--- src/rtl/gpio_bank_pkg.sv ---
package gpio_bank_pkg;
   // bit encodings of the type and polarity registers
   localparam logic TYPE_LEVEL = 1'b0;
   localparam logic TYPE_EDGE  = 1'b1;
   localparam logic POL_HIGH   = 1'b0;
   localparam logic POL_LOW    = 1'b1;

   // feature indices of the plain read/write registers
   localparam int F_OE   = 0;
   localparam int F_DRV  = 1;
   localparam int F_IEN0 = 2;
   localparam int F_IEN1 = 3;
   localparam int F_IEN2 = 4;
   localparam int F_IEN3 = 5;
   localparam int F_POL  = 6;
   localparam int F_TYP  = 7;
   localparam int NFEAT  = 8;

   // first 32-bit word index of the status register
   localparam int W_STAT = 18;

   // first 32-bit word index of each feature
   function automatic int feat_word(input int f);
      case (f)
         F_OE:    return 0;
         F_DRV:   return 2;
         F_IEN0:  return 6;
         F_IEN1:  return 8;
         F_IEN2:  return 10;
         F_IEN3:  return 12;
         F_POL:   return 14;
         default: return 16;
      endcase
   endfunction
endpackage

--- src/rtl/gpio_sync.sv ---
module gpio_sync #(
   parameter int W = 64
) (
   input  logic         clk,
   input  logic         rst_n,
   input  logic [W-1:0] d,
   output logic [W-1:0] q,
   output logic [W-1:0] q_prev
);
   logic [W-1:0] meta;

   always_ff @(posedge clk or negedge rst_n) begin
      if (!rst_n) begin
         meta   <= '0;
         q      <= '0;
         q_prev <= '0;
      end else begin
         meta   <= d;
         q      <= meta;
         q_prev <= q;
      end
   end
endmodule

--- src/rtl/gpio_evt_detect.sv ---
module gpio_evt_detect
   import gpio_bank_pkg::*;
#(
   parameter int W = 64
) (
   input  logic [W-1:0] lvl,
   input  logic [W-1:0] lvl_prev,
   input  logic [W-1:0] typ,
   input  logic [W-1:0] pol,
   output logic [W-1:0] evt
);
   for (genvar g = 0; g < W; g++) begin : g_pin
      logic act_now, act_old;
      assign act_now = lvl[g] ^ (pol[g] == POL_LOW);
      assign act_old = lvl_prev[g] ^ (pol[g] == POL_LOW);
      assign evt[g]  = (typ[g] == TYPE_EDGE) ? (act_now & ~act_old) : act_now;
   end
endmodule

--- src/rtl/gpio_status.sv ---
module gpio_status #(
   parameter int                W    = 64,
   parameter logic [W-1:0]      IMPL = '1
) (
   input  logic         clk,
   input  logic         rst_n,
   input  logic [W-1:0] evt,
   input  logic [W-1:0] clr,
   input  logic [W-1:0] en,
   output logic [W-1:0] stat,
   output logic         irq
);
   always_ff @(posedge clk or negedge rst_n) begin
      if (!rst_n) begin
         stat <= '0;
         irq  <= 1'b0;
      end else begin
         stat <= ((stat & ~clr) | evt) & IMPL;
         irq  <= |(stat & en);
      end
   end
endmodule

--- src/rtl/gpio_feat_reg.sv ---
module gpio_feat_reg #(
   parameter int           W      = 64,
   parameter int           IDX_W  = 6,
   parameter int           BASE   = 0,
   parameter logic [W-1:0] IMPL   = '1
) (
   input  logic             clk,
   input  logic             rst_n,
   input  logic             wr,
   input  logic [IDX_W-1:0] widx,
   input  logic [31:0]      wdata,
   output logic [W-1:0]     q
);
   localparam int NWORDS = W / 32;

   for (genvar k = 0; k < NWORDS; k++) begin : g_word
      always_ff @(posedge clk or negedge rst_n) begin
         if (!rst_n)
            q[k*32 +: 32] <= '0;
         else if (wr && widx == IDX_W'(BASE + k))
            q[k*32 +: 32] <= wdata & IMPL[k*32 +: 32];
      end
   end
endmodule

--- src/rtl/gpio_bank_ctrl.sv ---
module gpio_bank_ctrl
   import gpio_bank_pkg::*;
#(
   parameter int NUM_PINS = 41,
   parameter int MAX_PINS = 64,
   parameter int ADDR_W   = 8
) (
   input  logic                clk,
   input  logic                rst_n,
   input  logic                bus_wr,
   input  logic [ADDR_W-1:0]   bus_addr,
   input  logic [31:0]         bus_wdata,
   output logic [31:0]         bus_rdata,
   input  logic [NUM_PINS-1:0] pin_in,
   output logic [NUM_PINS-1:0] pin_out,
   output logic [NUM_PINS-1:0] pin_oe,
   output logic                irq
);
   localparam int                NWORDS = MAX_PINS / 32;
   localparam int                IDX_W  = ADDR_W - 2;
   localparam logic [MAX_PINS-1:0] IMPL = {MAX_PINS{1'b1}} >> (MAX_PINS - NUM_PINS);

   if (MAX_PINS % 32 != 0 || MAX_PINS > 64 || MAX_PINS < 32) begin : g_bad_max
      $error("MAX_PINS must be 32 or 64");
   end
   if (NUM_PINS < 1 || NUM_PINS > MAX_PINS) begin : g_bad_num
      $error("NUM_PINS must lie in 1..MAX_PINS");
   end
   if (ADDR_W < 7) begin : g_bad_addr
      $error("ADDR_W too small for the register map");
   end

   logic [IDX_W-1:0]    widx;
   logic [MAX_PINS-1:0] pin_ext, pad_q, pad_prev, evt, clr, stat_q;
   logic [MAX_PINS-1:0] feat_q [NFEAT];
   logic [MAX_PINS-1:0] oe_q, drv_q, ien0_q, typ_q, pol_q;

   assign widx = bus_addr[ADDR_W-1:2];

   always_comb begin
      pin_ext = '0;
      pin_ext[NUM_PINS-1:0] = pin_in;
   end

   for (genvar f = 0; f < NFEAT; f++) begin : g_feat
      gpio_feat_reg #(
         .W(MAX_PINS), .IDX_W(IDX_W), .BASE(feat_word(f)), .IMPL(IMPL)
      ) u_reg (
         .clk(clk), .rst_n(rst_n), .wr(bus_wr), .widx(widx),
         .wdata(bus_wdata), .q(feat_q[f])
      );
   end

   assign oe_q   = feat_q[F_OE];
   assign drv_q  = feat_q[F_DRV];
   assign ien0_q = feat_q[F_IEN0];
   assign typ_q  = feat_q[F_TYP];
   assign pol_q  = feat_q[F_POL];

   for (genvar k = 0; k < NWORDS; k++) begin : g_clr
      assign clr[k*32 +: 32] = (bus_wr && widx == IDX_W'(W_STAT + k)) ? bus_wdata : 32'd0;
   end

   gpio_sync #(.W(MAX_PINS)) u_sync (
      .clk(clk), .rst_n(rst_n), .d(pin_ext), .q(pad_q), .q_prev(pad_prev)
   );

   gpio_evt_detect #(.W(MAX_PINS)) u_evt (
      .lvl(pad_q), .lvl_prev(pad_prev), .typ(typ_q), .pol(pol_q), .evt(evt)
   );

   gpio_status #(.W(MAX_PINS), .IMPL(IMPL)) u_stat (
      .clk(clk), .rst_n(rst_n), .evt(evt), .clr(clr), .en(ien0_q),
      .stat(stat_q), .irq(irq)
   );

   assign pin_oe  = oe_q[NUM_PINS-1:0];
   assign pin_out = drv_q[NUM_PINS-1:0] & oe_q[NUM_PINS-1:0];

   always_comb begin
      bus_rdata = '0;
      for (int f = 0; f < NFEAT; f++) begin
         for (int k = 0; k < NWORDS; k++) begin
            if (widx == IDX_W'(feat_word(f) + k))
               bus_rdata = (f == F_DRV) ? (pad_q[k*32 +: 32] & IMPL[k*32 +: 32])
                                        : feat_q[f][k*32 +: 32];
         end
      end
      for (int k = 0; k < NWORDS; k++) begin
         if (widx == IDX_W'(W_STAT + k))
            bus_rdata = stat_q[k*32 +: 32];
      end
   end
endmodule

--- config.mk ---
export PLATFORM = sky130hd
export DESIGN_NAME = gpio_bank_ctrl
export DESIGN_NICKNAME = d
export VERILOG_FILES = /design/src/rtl/gpio_bank_pkg.sv /design/src/rtl/gpio_sync.sv /design/src/rtl/gpio_evt_detect.sv /design/src/rtl/gpio_status.sv /design/src/rtl/gpio_feat_reg.sv /design/src/rtl/gpio_bank_ctrl.sv
export SDC_FILE = /design/constraint.sdc
export NUM_CORES = 1
export LEC_CHECK = 0
export BUFFER_PORTS_ARGS = -buffer_cell sky130_fd_sc_hd__buf_2
export CAP_MARGIN = 20
export CORE_MARGIN = 2
export CORE_UTILIZATION = 62
export CTS_CLUSTER_SIZE = 30
export DETAILED_ROUTE_END_ITERATION = 8
export PLACE_DENSITY_LB_ADDON = 0.12
export SYNTH_ARGS = -nofsm -noshare
export SYNTH_HDL_FRONTEND = slang
export SYNTH_SLANG_ARGS = --single-unit
--- constraint.sdc ---
create_clock -name clk -period 7.52 [get_ports clk]
set_clock_uncertainty 0.2 [all_clocks]
set_input_delay 1.504 -clock clk [delete_from_list [all_inputs] [get_ports clk]]
set_output_delay 1.504 -clock clk [all_outputs]
set_load 0.005 [all_outputs]
## Word-level counts from Yosys, hierarchy flattened

Cells that the tools add are included.

- Add/sub/neg operators: 0
- Multiply operators: 0
- Divide/modulo/power cells: 0
- Magnitude comparators: 0
- Equal/unequal tests: 17
- Shifts and indexed selects: 0
- Mux-type cells: 61
- Bitwise operators: 169
- Reductions and logical operators: 20

Operator list:

| cell | number |
|---|---|
| $mux 32 | 19 |
| $and 41x41->41 | 3 |
| $xor 1x1->1 | 82 |
| $reduce_or 64->1 | 1 |
| $eq 6x4->1 const B | 8 |
| $and 1x1->1 | 41 |
| $mux 1 | 41 |
| $not 1->1 | 41 |
| $not 41->41 | 1 |
| $or 41x41->41 | 1 |
| $eq 6x5->1 const B | 4 |
| $logic_and 1x1->1 | 18 |
| $eq 6x2->1 const B | 2 |
| $eq 6x3->1 const B | 2 |
| $mux 9 | 1 |
| $eq 6x1->1 const B | 1 |
| $logic_not 6->1 | 1 |

- Bits in registers: 493
- Latch bits: 0
- RAM bits: 0
- Bits in read-only memories: 0
- Bits of input ports: 84
- Output and inout port bits: 115
- Logic and storage cells: 288
- Memories: 0

## Longest topological paths before layout

- Word-level depth: 19
- Mapped depth: 9
- Mapped depth without buffers: 5

## Hierarchy

From an unflattened synthesis, not the netlist that was laid out.

- Cells, all modules: 2300
- Area total of the unflattened synthesis: 28763.8 um^2

Modules (own cells, without submodules):

| module | instances | cells an instance | area an instance (um^2) | seq. area each (um^2) |
|---|---|---|---|---|
| gpio_bank_ctrl | 1 | 770 | 5163.7 | 0.0 |
| gpio_sync | 1 | 192 | 4804.6 | 4804.6 |
| gpio_feat_reg at g_feat[2].u_reg ... | 2 | 114 | 1865.5 | 1026.0 |
| gpio_feat_reg at g_feat[1].u_reg ... | 2 | 113 | 1759.2 | 1026.0 |
| gpio_evt_detect | 1 | 256 | 2391.0 | 0.0 |
| gpio_status | 1 | 173 | 1910.6 | 1051.0 |
| gpio_feat_reg at g_feat[3].u_reg | 1 | 114 | 1876.8 | 1026.0 |
| gpio_feat_reg at g_feat[0].u_reg | 1 | 113 | 1868.0 | 1026.0 |
| gpio_feat_reg at g_feat[6].u_reg | 1 | 114 | 1756.7 | 1026.0 |
| gpio_feat_reg at g_feat[5].u_reg | 1 | 114 | 1742.9 | 1026.0 |

## Worst setup path before layout

OpenSTA, ideal clock, no wires.

- Path kind: in2out
- From: in bus_addr[2]
- To: out bus_rdata[17]
- Arrival: 3.055 ns
- Required time: 5.816 ns
- Path slack: 2.761 ns
- Stages: 9
- Path buffers: 4
- Path through: buf_2 -> nor2b_1 -> clkbuf_1 -> and2_1 -> buf_4 -> buf_6 -> a2111o_1 -> o311ai_1 -> nand3_1

- Longest elaborated chain between the ends: 19
- Elaborated cells on any way between the ends: 36
- Classes of those cells: eq/ne: 17; mux: 18; reduce/logical: 1

RTL lines:

| item | RTL line | RTL |
|---|---|---|
| start: declaration | gpio_bank_ctrl.sv:11 | `input logic [ADDR_W-1:0] bus_addr,` |
| $logic_not 6->1 | gpio_bank_ctrl.sv:84 | `if (widx == IDX_W'(feat_word(f) + k))` |
| $mux 32 (16 in series) | gpio_bank_ctrl.sv:84 |  |
| $mux 32 | gpio_bank_ctrl.sv:90 | `if (widx == IDX_W'(W_STAT + k))` |
| $mux 32 (*) | gpio_bank_ctrl.sv:90 |  |
| end: declaration | gpio_bank_ctrl.sv:13 | `output logic [31:0] bus_rdata,` |

Every way passes the cells marked *; elsewhere a longest branch is shown, timed or not.

## Worst setup path in the final report

- From: in bus_addr[4]
- To: out bus_rdata[11]

The elaborated chain is that of the path after synthesis.

==> impl_metrics.json <==
{
  "status": "completed",
  "crit_path_max_fanout": 25,
  "cap_violations": 0,
  "row_count": 69,
  "rsz0062_at_grt": "no",
  "syn_area_per_cell_um2": 12.5,
  "drt_iter0_markers": 1483,
  "start_util_pct": 62.7,
  "gp_congestion": 0.940,
  "synth_flop_cell": "dfrtp_1",
  "dp_cells": 2310,
  "grtUsageTotal_pct": 34.3,
  "fin_area_um2": 24800,
  "die-area_um2": 37200,
  "dpl_cell_area_um2": 23200,
  "ctsHoldBuffers": 0,
  "cts_setup_buffers": 0,
  "syn_nets": 1847,
  "r2r_setup_slack_ps": 5210,
  "setup_viol": 0,
  "utilization_pct": 70.3,
  "ir_drop_mv": 0.220,
  "routed-via-count": 15800,
  "yosys_warnings": 0,
  "crit_path_start": "bus_addr[4]",
  "total_power_mw": 6.21,
  "worst_pin_slew_ps": 1110,
  "dp_hpwl_um": 38700,
  "grt_pass1_vias": 15700,
  "p_per_area_nw_per_um2": 250,
  "final_nets": 1985,
  "cts_tree": "yes",
  "critPathRequiredTime_ps": 5820,
  "synth-simple-area-share_pct": 7.99,
  "viasPerCell": 6.56,
  "clk_pin_slew_ps": 50,
  "netlist_area_um2": 22100,
  "drv_slew": 0,
  "die_w_um": 193,
  "fmax_ghz": 0.166,
  "grt_pass1_wl_um": 94300,
  "grt_overflow": 0,
  "cts_htree_levels": 2,
  "clk_latency_ps": 590,
  "synth_edf_count": 0,
  "path_class": "input port to output pin",
  "clock_path_buffers": 3,
  "period_minus_slack_ps": 6030,
  "firstDrtPassIters": 6,
  "drc": 0,
  "ant_nets": 0,
  "antenna_found_initial": 2,
  "synth_compound_area_share_pct": 12.6,
  "reg2reg_from": "u_stat.stat[7]",
  "slew_headroom_pct": 25.9,
  "numCtsBuffers": 50,
  "hold_violations": 0,
  "hp-class": "flip-flop to flip-flop",
  "setup_tns_ps": 0,
  "areaGrowthSynthToFinish_pct": 12.2,
  "wl_per_cell_um": 26.1,
  "clock-sinks": 493,
  "synth_xor_area_share_pct": 1.86,
  "reg2reg_to": "u_stat.irq",
  "finalCritPeriodShare_pct": 80.2,
  "finalNonFillerCells": 2401,
  "drt-total-wl_um": 62600,
  "core_area_um2": 35300,
  "r2r_cells": 4,
  "ys_seq_area_share_pct": 55.8,
  "synth-adder-area-share_pct": 0,
  "pin_count": 199,
  "cts_resized": 0,
  "arrival_ps": 4330,
  "synth-async-reset-ratio_pct": 100,
  "grt_max_degree": 185,
  "critPathLaunchType": "input port",
  "layout-drive-gt1-share_pct": 33.5,
  "crit_path_end": "bus_rdata[11]",
  "ys_ff_latch": 493,
  "synth_top_family_by_area": "multiplexers",
  "netlist_instances": 1763,
  "muxShareOfSynthArea_pct": 17.9,
  "port_buffers": 196,
  "synth.distinct_cells": 75,
  "cts_root_buf": "clkbuf_16",
  "cellLeakagePower_nw": 11.7,
  "fill_cells": 2537,
  "end_kind": "output pin",
  "die_y_um": 193
}
[cells in the final DEF, fill, tap and decap left out, types with 7 or more instances in the layout]
cell type	Yosys	layout
clkbuf_8	0	8
o22ai_1	7	7
a22oi_1	29	29
o311ai_0	7	7
a221o_1	19	19
nor2_1	50	48
o221ai_1	9	9
and2_1	43	43
a21oi_1	67	67
clkinv_2	0	7
buf_4	44	34
nand3_1	61	61
mux2i_1	20	20
a22o_1	39	39
a21o_1	30	30
dfrtp_1	493	493
o2bb2ai_1	8	8
a221oi_1	9	9
nand2_1	84	84
inv_1	21	20
xnor2_1	45	45
and3_1	45	44
nand4_1	9	9
clkbuf_16	0	51
o21ai_0	49	49
o31ai_1	19	19
buf_2	48	195
a2111o_1	16	16
clkbuf_1	45	19
o211ai_1	15	15
mux2_2	319	319
nor2_2	7	8
o311ai_1	13	13
[stage by stage]
step | hold slack, ps | worst slack (ps)
final | 147 | 1490
after global routing | 153 | 1430
after CTS | 149 | 1560
after detailed placement | 135 | 1580
after global placement | 132 | 1580
after floorplan | 131 | 2760
[power by group]
group	switching (mW)	internal [mW]	total (mW)	leakage, nW
combinational	0.338	0.329	0.667	4.83
clock	1.02	1.39	2.41	0.769
sequential	0.203	2.93	3.13	6.14
total	1.56	4.65	6.21	11.7
[metal layers]
layer  part of all wire [%]  routed length, um  vias to the layer above  global-route usage, %
met1                     39              24600                     7988                   46.3
met4                    4.4               2770                        0                   15.1
met5                      0                  0                        -                      0
li1                       -                  -                     6751                      -
met2                     46              29000                      844                   53.6
met3                     10               6300                      167                   7.71
[cell usage after synthesis (16+ instances only)]
master    instances  area [um2]
a21oi_1          67         335
buf_2            48         240
a22oi_1          29         218
a221o_1          19         190
mux2i_1          20         200
clkbuf_1         45         169
xnor2_1          45         394
nor2_1           50         188
dfrtp_1         493       12300
buf_4            44         330
a22o_1           39         342
a2111o_1         16         180
nand2_1          84         315
inv_1            21        78.8
o21ai_0          49         245
a21o_1           30         225
nand3_1          61         305
and3_1           45         282
mux2_2          319        3590
o31ai_1          19         143
and2_1           43         269
[state kept, by name, summed over array words and instances, names as in the netlist]
| name | cells |
|---|---|
| g_feat.u_reg.q | 328 |
| u_stat.stat | 41 |
| u_sync.meta | 41 |
| u_sync.q | 41 |
| u_sync.q_prev | 41 |
| u_stat.irq | 1 |
[worst max-delay path, cell delays in order]
cell and delay, ps:
buf_2 280, or4b_1 900, nor2_4 740, nand2_1 170, and4_1 210, o221ai_1 310, buf_2 190
[cell families after synthesis]
family,count (synthesis)
AO/OA/AOI/OAI,375
XOR/XNOR,47
flip-flops,493
multiplexers,348
buffers and inverters,168
AND/OR/NAND/NOR,332
[worst min path at each step]
stage	from	end	slack (ps)	cells after the start
6_report	u_sync.meta[20]	u_sync.q[20]	150	0
5_1_grt	u_sync.meta[36]	u_sync.q[36]	150	0
4_1_cts	u_sync.meta[40]	u_sync.q[40]	150	0
3_5_place_dp	u_sync.meta[36]	u_sync.q[36]	130	0
3_3_place_gp	u_sync.meta[22]	u_sync.q[22]	130	0
2_1_floorplan	u_sync.meta[0]	u_sync.q[0]	130	0
[area by class of cell]
cell class | count | area, um2 | area share (%)
clock inverter | 11 | 111 | 0.449
sequential | 493 | 12300 | 49.7
clock buffer | 78 | 1460 | 5.87
inverter | 21 | 78.8 | 0.318
multi-input combinational | 1102 | 8940 | 36.0
timing repair buffer | 233 | 1310 | 5.26
tap | 461 | 577 | 2.32
antenna | 2 | 5.00 | 0.0202
Power figures use the tool's default switching activity.
